===== config.mk =====
export PLATFORM = sky130hd
export DESIGN_NAME = lfp_ctrl
export DESIGN_NICKNAME = d
export VERILOG_FILES = /design/src/rtl/lfp_pkg.sv /design/src/rtl/lfp_classify.sv /design/src/rtl/lfp_lane.sv /design/src/rtl/lfp_satcnt.sv /design/src/rtl/lfp_ctrl.sv
export SDC_FILE = /design/constraint.sdc
export NUM_CORES = 1
export LEC_CHECK = 0
export ABC_AREA = 1
export CORE_ASPECT_RATIO = 0.9
export CORE_MARGIN = 10
export CORE_UTILIZATION = 47
export CTS_CLUSTER_DIAMETER = 80
export DETAILED_ROUTE_END_ITERATION = 10
export PLACE_DENSITY = 0.78
export SYNTH_ARGS = -nofsm -noshare
export SYNTH_HDL_FRONTEND = slang
export SYNTH_SLANG_ARGS = --single-unit

===== constraint.sdc =====
create_clock -name clk -period 2.06 [get_ports clk]
set_clock_uncertainty 0.2 [all_clocks]
set_input_delay 0.618 -clock clk [delete_from_list [all_inputs] [get_ports clk]]
set_output_delay 0.618 -clock clk [all_outputs]
set_load 0.02 [all_outputs]

===== src/rtl/lfp_pkg.sv =====
package lfp_pkg;
   typedef enum logic [1:0] {
      LFP_FAST   = 2'd0,
      LFP_NORM   = 2'd1,
      LFP_REPLAY = 2'd2
   } lfp_path_e;

   localparam int unsigned LFP_SLOTS = 3;
endpackage


===== src/rtl/lfp_classify.sv =====
module lfp_classify
   import lfp_pkg::*;
#(
   parameter int unsigned ADDR_W     = 32,
   parameter int unsigned DISP_W     = 32,
   parameter int unsigned PAGE_BITS  = 12,
   parameter int unsigned DISP_LIMIT = 2048
) (
   input  logic [ADDR_W-1:0] base_i,
   input  logic [DISP_W-1:0] disp_i,
   input  logic              from_load_i,
   input  logic              force_norm_i,
   output lfp_path_e         path_o
);
   if (DISP_W > ADDR_W) begin : g_bad_disp_w
      $error("lfp_classify: DISP_W must not exceed ADDR_W");
   end
   if (PAGE_BITS >= ADDR_W) begin : g_bad_page
      $error("lfp_classify: PAGE_BITS must be below ADDR_W");
   end
   if (DISP_LIMIT < 1 || longint'(DISP_LIMIT) >= (longint'(1) << (DISP_W - 1))) begin : g_bad_lim
      $error("lfp_classify: DISP_LIMIT out of range for DISP_W");
   end

   logic [ADDR_W-1:0] disp_ext;
   logic [ADDR_W-1:0] eff_addr;
   logic              same_page;
   logic              disp_neg;
   logic              disp_short;
   logic              eligible;

   // sign extension variant chosen by width
   if (DISP_W == ADDR_W) begin : g_ext_none
      assign disp_ext = disp_i;
   end else begin : g_ext_sign
      assign disp_ext = {{(ADDR_W - DISP_W){disp_i[DISP_W-1]}}, disp_i};
   end

   assign eff_addr   = base_i + disp_ext;
   assign same_page  = (eff_addr >> PAGE_BITS) == (base_i >> PAGE_BITS);
   assign disp_neg   = disp_i[DISP_W-1];
   assign disp_short = disp_i < DISP_W'(DISP_LIMIT);
   assign eligible   = from_load_i & ~force_norm_i & ~disp_neg & disp_short;

   always_comb begin
      if (!eligible) begin
         path_o = LFP_NORM;
      end else if (same_page) begin
         path_o = LFP_FAST;
      end else begin
         path_o = LFP_REPLAY;
      end
   end
endmodule


===== src/rtl/lfp_lane.sv =====
module lfp_lane #(
   parameter int unsigned TAG_W = 4,
   parameter int unsigned DEPTH = 4
) (
   input  logic             clk,
   input  logic             rst_n,
   input  logic             in_v,
   input  logic [TAG_W-1:0] in_tag,
   output logic             out_v,
   output logic [TAG_W-1:0] out_tag
);
   if (DEPTH < 1) begin : g_bad_depth
      $error("lfp_lane: DEPTH must be at least 1");
   end
   if (TAG_W < 1) begin : g_bad_tag
      $error("lfp_lane: TAG_W must be at least 1");
   end

   logic [DEPTH-1:0] v_q;
   logic [TAG_W-1:0] tag_q [DEPTH];

   always_ff @(posedge clk or negedge rst_n) begin
      if (!rst_n) begin
         v_q <= '0;
         for (int i = 0; i < int'(DEPTH); i++) begin
            tag_q[i] <= '0;
         end
      end else begin
         v_q[0]   <= in_v;
         tag_q[0] <= in_tag;
         for (int i = 1; i < int'(DEPTH); i++) begin
            v_q[i]   <= v_q[i-1];
            tag_q[i] <= tag_q[i-1];
         end
      end
   end

   assign out_v   = v_q[DEPTH-1];
   assign out_tag = tag_q[DEPTH-1];
endmodule


===== src/rtl/lfp_satcnt.sv =====
module lfp_satcnt #(
   parameter int unsigned W = 16
) (
   input  logic         clk,
   input  logic         rst_n,
   input  logic         inc_i,
   output logic [W-1:0] cnt_o
);
   if (W < 1) begin : g_bad_w
      $error("lfp_satcnt: W must be at least 1");
   end

   logic [W-1:0] cnt_q;

   always_ff @(posedge clk or negedge rst_n) begin
      if (!rst_n) begin
         cnt_q <= '0;
      end else if (inc_i && (cnt_q != '1)) begin
         cnt_q <= cnt_q + 1'b1;
      end
   end

   assign cnt_o = cnt_q;

   // moves only by single steps, and only after a strobe
   p_cnt_step_r10: assert property (@(posedge clk) disable iff (!rst_n)
      !$stable(cnt_q) |-> (cnt_q == $past(cnt_q) + 1'b1) && $past(inc_i));

   // a full counter stays full
   p_cnt_hold_max_r10: assert property (@(posedge clk) disable iff (!rst_n)
      (cnt_q == '1) |=> (cnt_q == '1));
endmodule


===== src/rtl/lfp_ctrl.sv =====
module lfp_ctrl
   import lfp_pkg::*;
#(
   parameter int unsigned TAG_W      = 4,
   parameter int unsigned ADDR_W     = 32,
   parameter int unsigned DISP_W     = 32,
   parameter int unsigned PAGE_BITS  = 12,
   parameter int unsigned DISP_LIMIT = 2048,
   parameter int unsigned FAST_LAT   = 4,
   parameter int unsigned NORM_LAT   = 5,
   parameter int unsigned REPLAY_LAT = 10,
   parameter int unsigned CNT_W      = 16
) (
   input  logic                         clk,
   input  logic                         rst_n,
   input  logic                         in_valid,
   input  logic [TAG_W-1:0]             in_tag,
   input  logic [ADDR_W-1:0]            in_base,
   input  logic [DISP_W-1:0]            in_disp,
   input  logic                         in_from_load,
   output logic                         replay_valid,
   output logic [TAG_W-1:0]             replay_tag,
   output logic [LFP_SLOTS-1:0]         done_valid,
   output logic [LFP_SLOTS*TAG_W-1:0]   done_tag,
   output logic [CNT_W-1:0]             cnt_fast,
   output logic [CNT_W-1:0]             cnt_norm,
   output logic [CNT_W-1:0]             cnt_replay
);
   localparam int unsigned REPLAY_TAIL = REPLAY_LAT - FAST_LAT;

   if (FAST_LAT < 1) begin : g_bad_fast
      $error("lfp_ctrl: FAST_LAT must be at least 1");
   end
   if (NORM_LAT <= FAST_LAT) begin : g_bad_norm
      $error("lfp_ctrl: NORM_LAT must exceed FAST_LAT");
   end
   if (REPLAY_LAT <= NORM_LAT) begin : g_bad_replay
      $error("lfp_ctrl: REPLAY_LAT must exceed NORM_LAT");
   end

   lfp_path_e          path;
   logic               force_q;
   logic [LFP_SLOTS-1:0] lane_in_v;
   logic [LFP_SLOTS-1:0] cnt_inc;
   logic [CNT_W-1:0]   cnt_arr [LFP_SLOTS];

   lfp_classify #(
      .ADDR_W    (ADDR_W),
      .DISP_W    (DISP_W),
      .PAGE_BITS (PAGE_BITS),
      .DISP_LIMIT(DISP_LIMIT)
   ) u_cls (
      .base_i      (in_base),
      .disp_i      (in_disp),
      .from_load_i (in_from_load),
      .force_norm_i(force_q),
      .path_o      (path)
   );

   assign lane_in_v[0] = in_valid && (path == LFP_FAST);
   assign lane_in_v[1] = in_valid && (path == LFP_NORM);
   assign lane_in_v[2] = in_valid && (path == LFP_REPLAY);

   // the load after a replayed one is held to the normal path
   always_ff @(posedge clk or negedge rst_n) begin
      if (!rst_n) begin
         force_q <= 1'b0;
      end else if (in_valid) begin
         force_q <= (path == LFP_REPLAY);
      end
   end

   // direct lanes: fast and normal
   for (genvar k = 0; k < 2; k++) begin : g_direct
      localparam int unsigned LAT = (k == 0) ? FAST_LAT : NORM_LAT;
      lfp_lane #(.TAG_W(TAG_W), .DEPTH(LAT)) u_lane (
         .clk    (clk),
         .rst_n  (rst_n),
         .in_v   (lane_in_v[k]),
         .in_tag (in_tag),
         .out_v  (done_valid[k]),
         .out_tag(done_tag[k*TAG_W +: TAG_W])
      );
   end

   // replay lane: detection stage, then the penalty stages
   lfp_lane #(.TAG_W(TAG_W), .DEPTH(FAST_LAT)) u_rep_detect (
      .clk    (clk),
      .rst_n  (rst_n),
      .in_v   (lane_in_v[2]),
      .in_tag (in_tag),
      .out_v  (replay_valid),
      .out_tag(replay_tag)
   );

   lfp_lane #(.TAG_W(TAG_W), .DEPTH(REPLAY_TAIL)) u_rep_tail (
      .clk    (clk),
      .rst_n  (rst_n),
      .in_v   (replay_valid),
      .in_tag (replay_tag),
      .out_v  (done_valid[2]),
      .out_tag(done_tag[2*TAG_W +: TAG_W])
   );

   assign cnt_inc = {replay_valid, done_valid[1], done_valid[0]};

   for (genvar k = 0; k < int'(LFP_SLOTS); k++) begin : g_cnt
      lfp_satcnt #(.W(CNT_W)) u_cnt (
         .clk  (clk),
         .rst_n(rst_n),
         .inc_i(cnt_inc[k]),
         .cnt_o(cnt_arr[k])
      );
   end

   assign cnt_fast   = cnt_arr[0];
   assign cnt_norm   = cnt_arr[1];
   assign cnt_replay = cnt_arr[2];

   // an ALU-produced base never speculates
   p_alu_normal_r7: assert property (@(posedge clk) disable iff (!rst_n)
      (in_valid && !in_from_load) |-> (path == LFP_NORM));

   // negative displacement never speculates
   p_neg_disp_normal_r8: assert property (@(posedge clk) disable iff (!rst_n)
      (in_valid && in_disp[DISP_W-1]) |-> (path == LFP_NORM));

   // long displacement never speculates
   p_long_disp_normal_r4: assert property (@(posedge clk) disable iff (!rst_n)
      (in_valid && !in_disp[DISP_W-1] && (in_disp >= DISP_W'(DISP_LIMIT)))
      |-> (path == LFP_NORM));

   // a load accepted right after a replayed one takes the normal path
   p_forced_normal_r6: assert property (@(posedge clk) disable iff (!rst_n)
      (in_valid && $past(in_valid) && $past(path == LFP_REPLAY)) |-> (path == LFP_NORM));

   // replays cannot come back to back
   p_replay_single_r6: assert property (@(posedge clk) disable iff (!rst_n)
      replay_valid |=> !replay_valid);
endmodule


Yosys cells after proc, flatten, opt, wreduce, memory -nomap -nowiden
Index checks and enable logic that the tools add are counted.

Add/subtract/negate cells: 4. Equal/unequal tests: 6. Bitwise gates (word level): 5. Shift-type cells: 0. Multipliers: 0. Divide/modulo/power cells: 0. Magnitude comparators: 1. Mux-type cells: 2. Reductions and logical operators: 7.

Operator list (number): 16-bit by 1-bit adder with 16-bit output, second input constant (3); 16-bit inequality test, second input constant (3); 32-bit adder (1); 32-bit by 12-bit < comparator with 1-bit output, second input constant (1); 20-bit equality test (1); 1-bit logical AND (6); 2-bit 2-to-1 mux (2); 1-bit AND (3); 2-bit by 1-bit equality test with 1-bit output, second input constant (1); 2-bit equality test, second input constant (1); 2-bit zero test (1); 1-bit inverter (2).

Memory bits (read-only): 0. Input port bits: 72. Memories: 0. Bits in writable memories: 0. Bits in registers: 108. Bits in latches: 0. Word-level logic and storage cells: 43.

Longest topological paths before layout
Depth after elaboration: 7. Depth in mapped cells: 18.

Hierarchy
Synthesis repeated with hierarchy kept, for this count alone.

Cell total of the unflattened synthesis: 1095. Area total of the unflattened synthesis: 8303.0 µm².

By module, submodules not included: lfp_satcnt (cells each 149, times used 3, area each 1058.5 µm²); lfp_classify (cells each 527, times used 1, area each 2563.7 µm²); lfp_lane at g_direct[0].u_lane ... (cells each 24, times used 2, area each 530.5 µm²); lfp_lane at u_rep_tail (cells each 34, times used 1, area each 780.7 µm²); lfp_lane at g_direct[1].u_lane (cells each 29, times used 1, area each 655.6 µm²); lfp_ctrl (cells each 10, times used 1, area each 66.3 µm²).

Worst setup path after synthesis
OpenSTA, ideal clock, no wires.

Path type: input to register. Start: in in_base[19]. End: reg force_q. Setup time: 0.118 ns. Setup slack: -0.321 ns. Arrival time: 2.063 ns. Required time: 1.742 ns. Stages on the path: 15. Cell sequence: ha_1 > nand2_1 > inv_1 > nand2_1 > nand3_1 > a21oi_1 > nor2_1 > nor2_1 > nand3b_1 > nand2_1 > nand2_1 > nor2_1 > nand3_1 > nand2_1 > nand2_1.

Longest elaborated chain between the ends: 5.

Ends and longest elaborated chain: start, declared (RTL line lfp_ctrl.sv:18) `input logic [ADDR_W-1:0] in_base,`; 32-bit adder (RTL line lfp_classify.sv:39) `assign eff_addr = base_i + disp_ext;`; 20-bit equality test * (RTL line lfp_classify.sv:40) `assign same_page = (eff_addr >> PAGE_BITS) == (base_i >> PAGE_BITS);`; 2-bit 2-to-1 mux * (RTL line lfp_classify.sv:48) `end else if (same_page) begin`; 2-bit 2-to-1 mux * (RTL line lfp_classify.sv:46) `if (!eligible) begin`; 2-bit equality test * (RTL line lfp_ctrl.sv:69) `force_q <= (path == LFP_REPLAY);`; end signal, assigned (RTL line lfp_ctrl.sv:69); end, declared (RTL line lfp_ctrl.sv:42) `logic force_q;`.

Every way passes the cells marked *; elsewhere a longest branch is shown, timed or not. A chain may end at the register's enable or synchronous reset.

Worst setup path after layout
Start: in in_disp[2]. End: reg force_q.

Longest elaborated chain between the ends: 5.

Ends and longest elaborated chain: start, declared (RTL line lfp_ctrl.sv:19) `input logic [DISP_W-1:0] in_disp,`; 32-bit adder (RTL line lfp_classify.sv:39); 20-bit equality test (RTL line lfp_classify.sv:40); 2-bit 2-to-1 mux (RTL line lfp_classify.sv:48); 2-bit 2-to-1 mux * (RTL line lfp_classify.sv:46); 2-bit equality test * (RTL line lfp_ctrl.sv:69).

Marked as above.

==> reports/metrics.csv <==
metric,value,unit
vias_per_cell,5.11,
path_cells,"buf_2, ha_4, nand2_1, nand2_2, nand2_1, nand3_2, nand2_1, nand2_2, nand2_1, nand2_1, nand2_1, nand2_1, nor2_2, nand2_2, nor2_2, nand3_1, nand2_1, nand2_1",
synth.distinct_cells,36,
cts.reportedPaths.clkPinSlew,0.08,ns
synth_cells,858,
cts_buffers,9,
cts_buffer_depth,2,
overflow,0,
finalHoldViolCount,0,
rows,40,
fp.dieArea,19100,um^2
violations,setup timing,
cp_data_required_time,2.10,ns
hold_path.class,reg -> reg,
routed_wl,20600,um
area_growth,56.4,%
fmax,432,MHz
clock_sinks,108,
dr.first_iter.drc_count,555,
slowest_delay,0.25,ns
ys_async_sr_fraction,100,%
cts_root_buffer,clkbuf_16,
hold_slack,0.140,ns
syn_nets,963,
status,"finished, violations left",
fin_tns_setup,-0.941,ns
peakVddDrop,0.411,mV
drive_gt1_share,41.6,%
ys_warn_count,0,
start_util,48.7,%
vias,6476,
track_usage,19.4,%
post-dp-hpwl,14300,um
chipWidth,145,um
start_kind,input port,
drc,0,
antenna_found_initial,0,
worst_slack,-0.255,ns
slew-limit-headroom,71.7,%
fin_nets,1200,
synthFlopType,dfrtp_1,
grt_pass1_wl,30300,um
endpoint_kind,flip-flop,
max_cap_violations,0,
setup_viol,12,
cp_slowest_cell,ha_4,
seq_area_frac_synth,41.1,%
ys_ff_latch,108,
n_antenna_cell,0,
synth-edff-count,0,
crit_arrival,2.35,ns
drt-wirelength-per-cell,16.2,um
detail_route.first_pass.iterations,5,
powerDensity,590,nW/um^2
die_y,132,um
place_ws,-0.983,ns
final.min_clock_period,2.31,ns
htreeDepth,3,
drv_slew,0,
min_period_over_period,112,%
tritoncts,built,
ant_nets,0,
power,6.07,mW
rsz0062_at_grt,true,
io_buffers,138,
grt_pass1_vias,6303,
grt_max_degree,49,
io_pins,140,
cp_max_fo,3,
cpMostUsedCell,nand2_1,
clock_latency,0.35,ns
core-area,13500,um^2
synth_area,6580,um^2
crit_type,in -> reg,
syn_area_per_cell,7.67,um^2
p_leak,5.44,nW
gp_congestion,0.949,
rrSetupSlack,-0.05,ns
worstMarginPinSlew,0.425,ns
[critical path, delay by kind of cell]
| family | cells | cell delay (ns) |
|---|---|---|
| buffers and inverters | 1 | 0.11 |
| adder cells (fa/ha/maj) | 1 | 0.25 |
| AND/OR/NAND/NOR | 16 | 1.34 |
[cells in the final DEF, fill, tap and decap left out, types with 4 or more instances in the layout]
cell             count
nand2_1            181
inv_1              122
dfrtp_1            104
buf_4               98
nand2_2             66
dlygate4sd2_1       60
xor2_1              39
buf_2               37
nor2_1              32
ha_4                32
nand2_4             30
nand3_1             27
nor2_4              24
buf_6               24
xnor2_1             23
nor2_2              20
nand3_2             18
inv_2               13
nand4_1             13
a21oi_2             10
or2_2                9
clkbuf_16            9
clkbuf_2             9
nor3_2               7
clkdlybuf4s50_1      7
inv_4                6
nor3_4               6
nand3b_1             5
nand3_4              5
clkdlybuf4s15_1      5
a21o_1               4
a21oi_4              4
dfrtp_2              4
[registers in the layout, summed over array words and instances (netlist names)]
signal	cells
force_q	1
g_direct.u_lane.v_q	9
u_rep_detect.v_q	4
g_direct.u_lane.tag_q	4
u_rep_tail.v_q	6
u_rep_tail.out_tag	4
u_rep_tail.tag_q	20
u_rep_detect.tag_q	8
u_rep_detect.out_tag	4
g_cnt.u_cnt.cnt_o	48
[timing repair]
item | in CTS | in global routing
gates cloned | 0 | 0
pin swaps | 126 | 130
buffers inserted | 25 | 16
hold buffers | 1 | 0
resized for setup | 420 | 167
hold endpoints to repair | 1 | 0
endpoints found under the setup margin | 84 | 31
[layer usage]
layer / wire [um] / vias up / GRT usage, %
met4: 517 / 0 / 4.77
met1: 8440 / 3038 / 24.9
met3: 1410 / 53 / 3.82
met2: 10200 / 274 / 32.3
met5: 0 / - / 0
li1: - / 3111 / -
[path summary, 6_finish.rpt]
kind / start / to / cells after the start
max: in_disp[2] / force_q / 18
max reg2reg: g_cnt[2].u_cnt.cnt_o[0] / g_cnt[2].u_cnt.cnt_o[11] / 12
min: u_rep_tail.tag_q[4] / u_rep_tail.out_tag[0] / 0
max in group asynchronous: rst_n / g_cnt[2].u_cnt.cnt_o[0] / 3
min reg2reg: u_rep_tail.tag_q[4] / u_rep_tail.out_tag[0] / 0
min in group asynchronous: rst_n / g_cnt[0].u_cnt.cnt_o[14] / 2
[area by class of cell]
class / count / area (um^2)
clock buffers: 10 / 229
clock inverters: 6 / 83.8
fillers: 878 / 3230
inverters: 141 / 544
multi-input cells: 590 / 4560
flip-flops and latches: 108 / 2710
well taps: 168 / 210
repair buffers: 245 / 1950
[where the power goes]
group	leakage, nW	total [mW]	switching (mW)	internal (mW)
Combinational	3.90	1.96	1.11	0.848
Clock	0.152	1.78	0.811	0.972
Sequential	1.39	2.33	0.0988	2.23
Total	5.44	6.07	2.02	4.05
[Yosys cell counts, drive strengths merged (5+ instances only)]
cell type  instances  area (um^2)
a21oi             17         88.8
dfrtp            108         2700
nor3              16          116
buf               19          143
nand4             13         81.3
nor2              76          318
xor2              39          342
nand3             50          265
inv              141          529
xnor2             25          219
or2                9         56.3
o21ai              7         35.0
ha                33          413
nand2            279         1060
nand3b             5         37.5
[per-stage QoR]
stage	cell area (um^2)	util (%)	cells
after floorplan	7090	-	858
after global placement	9050	67.0	1211
after detailed placement	9050	67.0	1211
after CTS	9680	71.6	1253
after global routing	10300	76.1	1268
final	10300	76.1	1268
[cells by family after synthesis]
group | share of synthesized area (%)
AO/OA/AOI/OAI | 2.74
XOR/XNOR | 8.52
adder cells (fa/ha/maj) | 6.28
buffers and inverters | 10.2
flip-flops | 41.1
multiplexers | 0.342
AND/OR/NAND/NOR | 30.8
Power figures use the tool's default switching activity.
